### src/rtl/fr_pkg.sv
package fr_pkg;
  localparam int CODE_W = 2;

  typedef enum logic [CODE_W-1:0] {
    FC_NONE  = 2'b00,
    FC_GND   = 2'b01,
    FC_OPEN  = 2'b10,
    FC_SHORT = 2'b11
  } fault_code_e;
endpackage

### src/rtl/fr_sync.sv
module fr_sync #(
  parameter int   STAGES  = 2,
  parameter logic RST_VAL = 1'b0
) (
  input  logic clk,
  input  logic rst,
  input  logic d,
  output logic level,
  output logic prev
);
  logic [STAGES-1:0] pipe;

  always_ff @(posedge clk) begin
    if (rst) begin
      pipe <= {STAGES{RST_VAL}};
      prev <= RST_VAL;
    end else begin
      pipe[0] <= d;
      for (int i = 1; i < STAGES; i++) pipe[i] <= pipe[i-1];
      prev <= pipe[STAGES-1];
    end
  end

  assign level = pipe[STAGES-1];
endmodule

### src/rtl/fr_fault_latch.sv
module fr_fault_latch
  import fr_pkg::*;
#(
  parameter int NCH = 6,
  localparam int W = NCH * CODE_W
) (
  input  logic         clk,
  input  logic         rst,
  input  logic         clr,
  input  logic         capture,
  input  logic [W-1:0] live,
  output logic [W-1:0] latched,
  output logic         flag_pull
);
  logic [NCH-1:0] chan_bad;

  generate
    for (genvar ch = 0; ch < NCH; ch++) begin : g_chan
      logic [CODE_W-1:0] hold_q;
      assign chan_bad[ch] = (live[ch*CODE_W +: CODE_W] != FC_NONE);
      always_ff @(posedge clk) begin
        if (rst || clr) hold_q <= FC_NONE;
        else if (capture) hold_q <= live[ch*CODE_W +: CODE_W];
      end
      assign latched[ch*CODE_W +: CODE_W] = hold_q;
    end
  endgenerate

  always_ff @(posedge clk) begin
    if (rst || clr) flag_pull <= 1'b0;
    else if (capture) flag_pull <= |chan_bad;
  end

  p_clear_r1: assert property (@(posedge clk) disable iff (rst)
    clr |=> (latched == '0 && !flag_pull));
  p_hold_r2: assert property (@(posedge clk) disable iff (rst)
    (!capture && !clr) |=> $stable(latched));
  p_flag_set_r3: assert property (@(posedge clk) disable iff (rst)
    (capture && !clr && live != '0) |=> flag_pull);
  p_flag_rel_r4: assert property (@(posedge clk) disable iff (rst)
    (capture && !clr && live == '0) |=> !flag_pull);
endmodule

### src/rtl/fr_shifter.sv
module fr_shifter #(
  parameter int W = 12
) (
  input  logic         clk,
  input  logic         rst,
  input  logic         clr,
  input  logic         load,
  input  logic         shift,
  input  logic         active,
  input  logic [W-1:0] din,
  output logic         so_q,
  output logic         so_en
);
  logic [W-1:0] shreg;

  always_ff @(posedge clk) begin
    if (rst || clr) begin
      shreg <= '0;
      so_en <= 1'b0;
    end else begin
      so_en <= active;
      if (load) shreg <= din;
      else if (shift && active) shreg <= {shreg[W-2:0], 1'b0};
    end
  end

  assign so_q = shreg[W-1];

  p_idle_r6: assert property (@(posedge clk) disable iff (rst)
    !active |=> !so_en);
  p_load_r5: assert property (@(posedge clk) disable iff (rst)
    (load && !clr) |=> (so_q == $past(din[W-1])));
endmodule

### src/rtl/fr_gate_ctl.sv
module fr_gate_ctl #(
  parameter int NCH = 6
) (
  input  logic           clk,
  input  logic           rst,
  input  logic           en_main,
  input  logic           en_gate,
  input  logic [NCH-1:0] req,
  output logic [NCH-1:0] gate
);
  always_ff @(posedge clk) begin
    if (rst || !en_main || !en_gate) gate <= '0;
    else gate <= req;
  end

  p_off_r7: assert property (@(posedge clk) disable iff (rst)
    !en_gate |=> gate == '0);
  p_follow_r8: assert property (@(posedge clk) disable iff (rst)
    (en_main && en_gate) |=> gate == $past(req));
endmodule

### src/rtl/fault_report_core.sv
module fault_report_core
  import fr_pkg::*;
#(
  parameter int NCH         = 6,
  parameter int SYNC_STAGES = 2,
  localparam int W = NCH * CODE_W
) (
  input  logic           clk,
  input  logic           rst,
  input  logic           en_main,
  input  logic           en_gate,
  input  logic           cs_n,
  input  logic           sclk,
  input  logic [W-1:0]   live_code,
  input  logic [NCH-1:0] gate_req,
  output logic [NCH-1:0] gate_out,
  output logic           so_q,
  output logic           so_en,
  output logic           fault_pull
);
  logic cs_lvl, cs_prev, ck_lvl, ck_prev;
  logic cs_rise, cs_fall, ck_fall, clr;
  logic [W-1:0] held;

  fr_sync #(.STAGES(SYNC_STAGES), .RST_VAL(1'b1)) u_cs_sync (
    .clk(clk), .rst(rst), .d(cs_n), .level(cs_lvl), .prev(cs_prev));
  fr_sync #(.STAGES(SYNC_STAGES), .RST_VAL(1'b0)) u_ck_sync (
    .clk(clk), .rst(rst), .d(sclk), .level(ck_lvl), .prev(ck_prev));

  assign clr     = !en_main;
  assign cs_rise = cs_lvl & ~cs_prev;
  assign cs_fall = ~cs_lvl & cs_prev;
  assign ck_fall = ~ck_lvl & ck_prev;

  fr_fault_latch #(.NCH(NCH)) u_latch (
    .clk(clk), .rst(rst), .clr(clr), .capture(cs_rise),
    .live(live_code), .latched(held), .flag_pull(fault_pull));

  fr_shifter #(.W(W)) u_shift (
    .clk(clk), .rst(rst), .clr(clr), .load(cs_fall), .shift(ck_fall),
    .active(~cs_lvl), .din(held), .so_q(so_q), .so_en(so_en));

  fr_gate_ctl #(.NCH(NCH)) u_gate (
    .clk(clk), .rst(rst), .en_main(en_main), .en_gate(en_gate),
    .req(gate_req), .gate(gate_out));
endmodule

### config.mk
export PLATFORM = sky130hd
export DESIGN_NAME = fault_report_core
export DESIGN_NICKNAME = d
export VERILOG_FILES = /design/src/rtl/fr_pkg.sv /design/src/rtl/fr_sync.sv /design/src/rtl/fr_fault_latch.sv /design/src/rtl/fr_shifter.sv /design/src/rtl/fr_gate_ctl.sv /design/src/rtl/fault_report_core.sv
export SDC_FILE = /design/constraint.sdc
export NUM_CORES = 1
export LEC_CHECK = 0
export CORE_MARGIN = 5
export CORE_UTILIZATION = 46
export CTS_BUF_LIST = sky130_fd_sc_hd__clkbuf_8
export CTS_CLUSTER_DIAMETER = 30
export DETAILED_ROUTE_END_ITERATION = 12
export PLACE_DENSITY = 0.77
export SYNTH_ARGS = -nofsm -noshare
export SYNTH_HDL_FRONTEND = slang
export SYNTH_SLANG_ARGS = --single-unit
### constraint.sdc
create_clock -name clk -period 1.1 [get_ports clk]
set_input_delay 0.22 -clock clk [delete_from_list [all_inputs] [get_ports clk]]
set_output_delay 0.22 -clock clk [all_outputs]
set_load 0.02 [all_outputs]
==> results of run 1 <==
==> kinds of logic after synthesis <==
group | Yosys count | share of synthesized area
AND/OR/NAND/NOR | 50 | 0.1800
flip-flops | 38 | 0.5338
AO/OA/AOI/OAI | 37 | 0.1528
buffers and inverters | 12 | 0.05619
multiplexers | 11 | 0.07726
==> cell usage in the layout, fill, tap and decap left out <==
| cell | n |
|---|---|
| dlymetal6s2s_1 | 5 |
| nor2b_1 | 3 |
| clkbuf_16 | 1 |
| and3_1 | 6 |
| nand4_1 | 1 |
| buf_6 | 4 |
| o21ai_0 | 1 |
| dfxtp_4 | 1 |
| nand2b_1 | 2 |
| clkinv_2 | 1 |
| buf_2 | 7 |
| dfxtp_2 | 1 |
| or2_2 | 3 |
| o31ai_2 | 6 |
| nand2_1 | 25 |
| a21oi_2 | 2 |
| o31ai_1 | 1 |
| nand2b_2 | 1 |
| nor4_2 | 3 |
| clkdlybuf4s15_2 | 3 |
| nor2_1 | 1 |
| dfxtp_1 | 36 |
| nand3_1 | 1 |
| nor2b_4 | 2 |
| clkdlybuf4s50_1 | 18 |
| nor3b_4 | 1 |
| inv_1 | 3 |
| buf_12 | 2 |
| clkbuf_8 | 6 |
| mux2i_1 | 11 |
| buf_4 | 11 |
| a21oi_1 | 22 |
| o211a_1 | 1 |
| o31ai_4 | 4 |
| buf_16 | 1 |
| and2b_2 | 1 |
==> critical path, cell delays in order, from the launching register on <==
cell	delay, ns
dfxtp_2	0.35
nor2b_4	0.19
buf_12	0.16
mux2i_1	0.24
a21oi_1	0.10
==> layer usage <==
metal  up-vias  global-route usage  share of wire
li1        613                   -              -
met1       612              0.2053           0.39
met2        52              0.2904           0.52
met3        10             0.04615          0.067
met4         0             0.09585          0.028
met5         -                   0              0
==> area by class of cell <==
cell class	instances	area [um2]
fill	218	847.1
sequential	38	765.7
multi-input combinational	98	718.2
timing repair buffer	52	531.8
clock buffer	6	82.58
tap	33	41.29
clock inverter	2	8.758
inverter	2	7.507
==> where the power goes <==
part,switching [mW],internal [mW]
Sequential,0.0198,1.40
Clock,0.457,0.495
Combinational,0.127,0.176
==> path summary, 6_finish.rpt <==
check	to	cells past startpoint
setup / recovery	u_shift.shreg[7]	4
setup reg to reg	u_shift.shreg[7]	4
hold / removal	u_latch.g_chan[3].hold_q[1]	3
hold reg to reg	u_cs_sync.pipe[1]	1
==> per-stage QoR <==
stage	instances	TNS [ns]
finish	231	-0.2702
global route	231	-1.024
CTS	225	-0.3629
detailed placement	216	-8.277
global placement	216	-7.266
floorplan	148	0
==> timing repair <==
item                                    4_1_cts  5_1_grt
pin swaps                                     0        8
buffers inserted                              0        2
endpoints found under the setup margin       31       30
cloned                                        1        4
gates resized for setup                      44       31
hold endpoints to repair                      0        0
==> registers in the layout, indices dropped and copies added (netlist names) <==
name and count:
u_ck_sync.pipe 2, u_ck_sync.prev 1, u_cs_sync.pipe 2, u_cs_sync.prev 1
u_gate.gate 6, u_latch.flag_pull 1, u_latch.g_chan.hold_q 12, u_shift.shreg 12
u_shift.so_en 1
==> results.md, run 1 <==
- TritonRoute pass-1 iters: 4
- First-pass GRT wire length: around 5700 um
- Final wirelength: about 3800 um
- Register area share after synthesis: 0.5338
- Die height: between 60 and 70 um
- Clock root buffer: clkbuf_8
- N_diodes: 0
- Cell Rows: 20
- CP startpoint: u_cs_sync.prev
- Post-synth top cells: 38 x dfxtp_1, 25 x nand2_1, 24 x a21oi_1, 11 x mux2i_1, 11 x o31ai_1
- Clk Latency, worst-skew pair: 0.30 ns
- Min-delay src: live_code[7]
- DP Worst Slack: -0.2888 ns
- RSZ-0062 raised after global routing: true
- Share of the synthesized area in the top cell type: 0.5338
- Syn Std Cell Area: between 1000 and 1500 um2
- Placed wire-length estimate: approximately 2300 um
- Synth area leader: dfxtp_1
- Slew HR: 0.8279
- CTS max path bufs: 2
- Die Wd: around 66 um
- Largest net degree at the start of global routing: 21
- WS Path Type: reg -> reg
- Total track usage: 0.1758
- Hold Slack: approximately 0.24 ns
- Worst Tran Pin Value: 0.2560 ns
- H-Tree Level Count: 2
- Post-synth EDFFs: 0
- Routability cong.: 0.8249
- Final min period: 1.142 ns
- Post-synthesis net count: around 170
- Hold_buf cts: 0
- Worst Setup Start Kind: flip-flop
- Final Cycle Share: 1.039
- Share of layout cells above drive strength 1: 0.3081
- Die area: about 4300 um2
- Initial DRC Count: 63
- Hold Crit Class: in -> reg
- Vias: between 1000 and 1500
- R2r startpoint: u_cs_sync.prev
- Worst VDD drop: about 0.86 mV
- Fmax: 0.8754 GHz
- PwrDens: approximately 1200 nW/um2
- CTS tree: done
- Number of synthesis warnings: 0
- Synth Instances: ~150
- IO buf count: 32
- Pleak: ~0.87 nW
- CTS Buf Count: 5
- Antenna violations before repair: 0
- Data required time at the worst endpoint: ~1.3 ns
- Post-synth cell types: 24
- Setup violators final: 11
- Flop-to-flop setup slack: -0.04 ns
- Post-DR wirelength/cell: 16.46 um
- Ys async rst share: 0
- CP max FO: 12
- Placed cell area: about 1800 um2
- Status: finished with violations
- Top_reg_cell synth: dfxtp_1
- Arr. time, crit path: around 1.3 ns
- Top-level port count: 33
- Final number of hold-violating endpoints: 0
- Final Instance Area: between 2000 and 2500 um2
- Pwr Total: ~2.7 mW
- # DRC: 0
- Final antenna-violating net count: 0
- Failing checks: setup timing
- Min setup slack post-route: -0.04237 ns
- Synth-to-Final Area Change: 51.27%
- Util after Layout: 0.7179
- TritonCTS Sinks: 38
- Nets: 221
- Clock transition at path regs: ~0.080 ns
- CP endpoint kind: flip-flop
- Max Cap Viol: 0
- Vias in the first global route: 1275
- Number of synthesized register bits: 38
- Count leader, synth: dfxtp_1
- Synth top area cells: dfxtp_1 53%, a21oi_1 8.4%, mux2i_1 7.7%
- Average size of a mapped cell: just under 10 um2
- Drt via density: roughly 5.6
- Initial Util: 0.4746
- Core Footprint: 3003 um2
- Total grt overflow: 0
- Fin. max-slew vios: 0
- Clock Skews: ~0.010 ns
Note: power is estimated with default switching activity, not from simulation.
==> run 2: changes to the inputs <==
- GPL_TIMING_DRIVEN: not set -> 0
==> run 2 against run 1 <==
The run still ends with setup timing left. First-iteration DRC count down 44%. Register-to-register slack about the same. Cell area is 7.3% lower. Combinational power is 13% lower. Power is 0.84% lower. Critical path depth is 1 higher. Clock skew is 0.0040 ns lower. Largest cell class unchanged.
==> results.md, run 2 (same netlist as run 1, synthesis figures left out) <==
- Status: finished with violations
- Failing checks: setup timing
- Hold_buf cts: 0
- Vias: roughly 1200
- Clock Skews: between 0.006 and 0.007 ns
- Crit-path slowest cell: clkdlybuf4s50_1
- Fillers: around 240
- CP max FO: 10
- RSZ-0062 raised after global routing: true
- Total grt overflow: 0
- Final min period: between 1 and 1.5 ns
- Max Cap Viol: 0
- R2r startpoint: u_cs_sync.prev
- Fmax: about 0.87 GHz
- Final Instance Area: around 2000 um2
- Pwr Total: approximately 2.7 mW
- FF-to-FF path depth: 5
- CTS tree: done
- Arr. time, crit path: about 1.4 ns
- N_diodes: 0
- Total track usage: 0.1781
- # DRC: 0
- Placed wire-length estimate: between 2000 and 2500 um
- Largest net degree at the start of global routing: 13
- Synth-to-Final Area Change: 40.30%
- PwrDens: around 1300 nW/um2
- Min-delay src: rst
- CP Cell Sequence: clkdlybuf4s50_1 -> nor2b_4 -> buf_4 -> o31ai_2 -> a21oi_1
- Hold Crit Class: in -> reg
- Crit-path max cell delay: ~0.52 ns
- Final number of hold-violating endpoints: 0
- First-pass GRT wire length: 5830 um
- Worst Setup Start Kind: input pin
- Nets: around 220
- Hold Crit Depth: 2
- CP startpoint: en_main
- Initial Util: 0.4746
- Final Cycle Share: 1.046
- Die height: ~66 um
- Slew HR: 0.7186
- Data required time at the worst endpoint: ~1.3 ns
- Min setup slack post-route: -0.05080 ns
- Antenna violations before repair: 0
- Share of layout cells above drive strength 1: 0.2552
- Cell Rows: 20
- Largest regs: u_latch.g_chan.hold_q: 12 flops, u_shift.shreg: 12 flops, u_gate.gate: 6 flops
- Die Wd: ~66 um
- Initial DRC Count: 35
- CTS max path bufs: 2
- Clock transition at path regs: approximately 0.070 ns
- CP endpoint kind: flip-flop
- Setup violators final: 9
- Clock root buffer: clkbuf_8
- H-Tree Level Count: 2
- TritonRoute pass-1 iters: 4
- Final antenna-violating net count: 0
- Core Footprint: roughly 3000 um2
- CTS Buf Count: 5
- Placed cell area: approximately 1800 um2
- Count of non-filler cells in the finished layout: roughly 230
- Routability cong.: a little under 0.8
- WS Path Type: in -> reg
- Vias in the first global route: approximately 1300
- Pleak: just under 0.8 nW
- Commonest non-fill, non-tap cell in the layout: dfxtp_1
- Drt via density: 5.387
- Most frequent cells in the layout: 35 x dfxtp_1, 25 x nand2_1, 23 x a21oi_1
- Clk Latency, worst-skew pair: between 0.2 and 0.3 ns
- TritonCTS Sinks: 38
- Fin. max-slew vios: 0
- Post-DR wirelength/cell: ~15 um
- Worst VDD drop: between 1 and 1.5 mV
- Die area: approximately 4300 um2
- Worst Tran Pin Value: 0.4221 ns
- Dpl cells: between 200 and 250
- Top-level port count: 33
- IO buf count: 32
- Final wirelength: ~3300 um
[run 2: final timing paths]
path                       end  slack, ns
max          u_shift.shreg[11]      -0.05
max reg2reg   u_shift.shreg[2]      -0.04
min          u_ck_sync.pipe[1]       0.40
min reg2reg  u_cs_sync.pipe[1]       0.42
[run 2: timing repair]
| action | in CTS | in global routing |
|---|---|---|
| cloned | 2 | 0 |
| resized for setup | 54 | 16 |
| pin swaps | 3 | 7 |
| setup buffers | 2 | 1 |
| endpoints found under the setup margin | 31 | 31 |
[run 2: metal layers]
| layer | routed length [um] | track usage | up-vias |
|---|---|---|---|
| met1 | 1414 | 0.1994 | 566 |
| met5 | 0 | 0 | - |
| met4 | 59 | 0.06995 | 0 |
| li1 | - | - | 599 |
| met3 | 217 | 0.05983 | 8 |
| met2 | 1583 | 0.3079 | 39 |
[run 2: layout make-up]
class                   count  area (um2)  share of cell area
flip-flops and latches     38       767.0              0.3836
multi-input cells          98       665.6              0.3329
repair buffers             37       332.8              0.1665
plain buffers               9       93.84             0.04693
clock buffers               6       82.58             0.04130
well taps                  33       41.29             0.02065
clock inverters             2       8.758            0.004380
inverters                   2       7.507            0.003755
[run 2: where the power goes]
part           switching, mW  leakage [nW]  total (mW)  internal [mW]
logic                  0.109         0.434       0.262          0.153
registers             0.0186         0.308        1.42           1.40
clock network          0.475        0.0524       0.971          0.496
[run 2: per-stage QoR]
| stage | utilization | hold slack [ns] | setup slack, ns | TNS (ns) |
|---|---|---|---|---|
| floorplan | - | 0.2916 | 0.008434 | 0 |
| global placement | 0.5950 | 0.3942 | -0.4369 | -10.75 |
| detailed placement | 0.5950 | 0.3991 | -0.4551 | -11.14 |
| CTS | 0.6683 | 0.4002 | -0.03812 | -0.2708 |
| global route | 0.6658 | 0.4192 | -0.1221 | -1.353 |
| finish | 0.6658 | 0.4007 | -0.05080 | -0.2862 |
[run 2: critical path: cells and delay by family]
kind	cells	cell delay (ns)
buffers and inverters	2	0.73
AOI/OAI and AO/OA	2	0.21
and+or+nand+nor	1	0.20
==> run 3: changes to the inputs <==
- MAX_ROUTING_LAYER: not set -> met4
==> run 3 against run 2 <==
Power down 0.15%. Non-clock buffer count unchanged. Sequential share of layout area rose by 0.096 points. The run still ends with setup timing left. Via count shrank 0.17%. Setup slack worse by 0.0094 ns. Global-route usage is 0.47 points higher. Clock power barely moved.
==> results.md, run 3 (same netlist as run 1, synthesis figures left out) <==
- Die area: roughly 4300 um2
- Slew HR: 0.7193
- Clk Latency, worst-skew pair: between 0.2 and 0.3 ns
- IO buf count: 32
- # DRC: 0
- Data required time at the worst endpoint: between 1 and 1.5 ns
- CP max FO: 5
- Setup violators final: 9
- Initial DRC Count: 29
- Final number of hold-violating endpoints: 0
- RSZ-0062 raised after global routing: true
- Final wirelength: ~3300 um
- Die Wd: around 66 um
- Core Footprint: 3003 um2
- CTS max path bufs: 2
- Hold Slack: around 0.40 ns
- Top-level port count: 33
- Sequential Power Share: 0.536
- Combinational Power Share: 0.098
- Fmax: 0.8619 GHz
- Nets: ~220
- Util after Layout: 0.6642
- Status: finished with violations
- R2r startpoint: u_cs_sync.prev
- Worst Tran Pin Value: roughly 0.42 ns
- Clock transition at path regs: ~0.070 ns
- DP Worst Slack: -0.4551 ns
- Min-delay src: rst
- Hold_buf cts: 0
- Synth-to-Final Area Change: 39.95%
- Worst VDD drop: between 1 and 1.5 mV
- Min setup slack post-route: -0.06019 ns
- WP buf/inv: 2
- CP startpoint: u_cs_sync.prev
- CP endpoint kind: flip-flop
- CTS tree: done
- Setup TNS: -0.3092 ns
- Final Instance Area: 1994 um2
- Total grt overflow: 0
- Pleak: 0.7988 nW
- Total track usage: 0.1829
- Vias in the first global route: around 1300
- Final min period: between 1 and 1.5 ns
- Crit-path slowest cell: dfxtp_2
- Commonest non-fill, non-tap cell in the layout: dfxtp_1
- Final Cycle Share: 1.055
- Crit-path max cell delay: 0.35 ns
- Delay-heaviest family, CP: flip-flops
- Vias: roughly 1200
- Failing checks: setup timing
- Fillers: 238
- Share of layout cells above drive strength 1: 0.2500
- Initial Util: 0.4746
- Routability cong.: ~0.79
- Drt via density: 5.378
- Most frequent cells in the layout: 35 x dfxtp_1, 25 x nand2_1, 23 x a21oi_1
- Clock Skews: 0.006575 ns
- Largest regs: u_latch.g_chan.hold_q: 12 flops, u_shift.shreg: 12 flops, u_gate.gate: 6 flops
- Clock share of power: 0.365
- Placed cell area: around 1800 um2
- Post-DR wirelength/cell: about 15 um
- Antenna violations before repair: 0
- P_sw: 599.3 uW
- Worst Setup Start Kind: flip-flop
- Final antenna-violating net count: 0
- WS Path Type: reg -> reg
- Max Cap Viol: 0
- PwrDens: roughly 1300 nW/um2
- Die height: 65.66 um
- First-pass GRT wire length: a little under 6000 um
- Hold Crit Class: in -> reg
- Placed wire-length estimate: 2342 um
- CTS Buf Count: 5
- Count of non-filler cells in the finished layout: 225
- Cell Rows: 20
- Pwr Total: 2.651 mW
- N_diodes: 0
- H-Tree Level Count: 2
- Arr. time, crit path: 1.34 ns
- Internal: 2.051 mW
- Dpl cells: approximately 210
- CP Cell Sequence: nor2b_4 -> buf_6 -> buf_8 -> mux2i_1 -> a21oi_1
- Largest net degree at the start of global routing: 13
- TritonRoute pass-1 iters: 4
- Clock root buffer: clkbuf_8
- TritonCTS Sinks: 38
- Fin. max-slew vios: 0
- Sw frac: 0.2261
-- run 3: cell types whose count changed in the layout (fill, tap and decap cells not counted) --
cell     previous run  this run
o31ai_2             6         5
o31ai_1             3         4
-- run 3: power groups by stage --
stage	sequential (mW)	clock, mW	combinational (mW)
6_report	1.42	0.968	0.261
5_1_grt	1.42	1.08	0.281
4_1_cts	1.42	0.979	0.259
3_5_place_dp	1.45	0	0.228
3_3_place_gp	1.45	0	0.223
2_1_floorplan	1.46	0	0.0921
-- run 3: final timing paths --
| path | endpoint | slack (ns) | cells after the start |
|---|---|---|---|
| worst min-delay path | u_ck_sync.pipe[1] | 0.40 | 2 |
| worst min register to register | u_cs_sync.pipe[1] | 0.42 | 1 |
| worst max-delay path | u_shift.shreg[6] | -0.06 | 5 |
| worst max register to register | u_shift.shreg[6] | -0.06 | 5 |
-- run 3: cell type report --
type / count / area [um2] / area share
Multi-Input combinational cell: 98 / 660.6 / 0.3312
Clock inverter: 2 / 8.758 / 0.004391
Inverter: 2 / 7.507 / 0.003764
Timing Repair Buffer: 37 / 332.8 / 0.1669
Sequential cell: 38 / 767.0 / 0.3846
Tap cell: 33 / 41.29 / 0.02070
Clock buffer: 6 / 82.58 / 0.04141
Buffer: 9 / 93.84 / 0.04705
-- run 3: routing by layer --
metal	vias to the layer above	global-route usage	wire, um
met3	8	0.05983	207
li1	601	-	-
met5	-	-	0
met2	40	0.3079	1582
met4	0	0.06995	59
met1	561	0.1994	1434
-- run 3: timing repair --
| action | CTS | global route |
|---|---|---|
| gates cloned | 2 | 0 |
| pin swaps | 3 | 6 |
| resized for setup | 54 | 15 |
| setup endpoints to repair | 31 | 31 |
| setup buffers | 2 | 1 |
-- run 3: worst register-to-register path: cells and delay by family (launching register included) --
family | cells | cell delay (ns)
flops | 1 | 0.35
buf+inv | 2 | 0.27
mux | 1 | 0.20
simple gates | 1 | 0.14
compound gates | 1 | 0.09
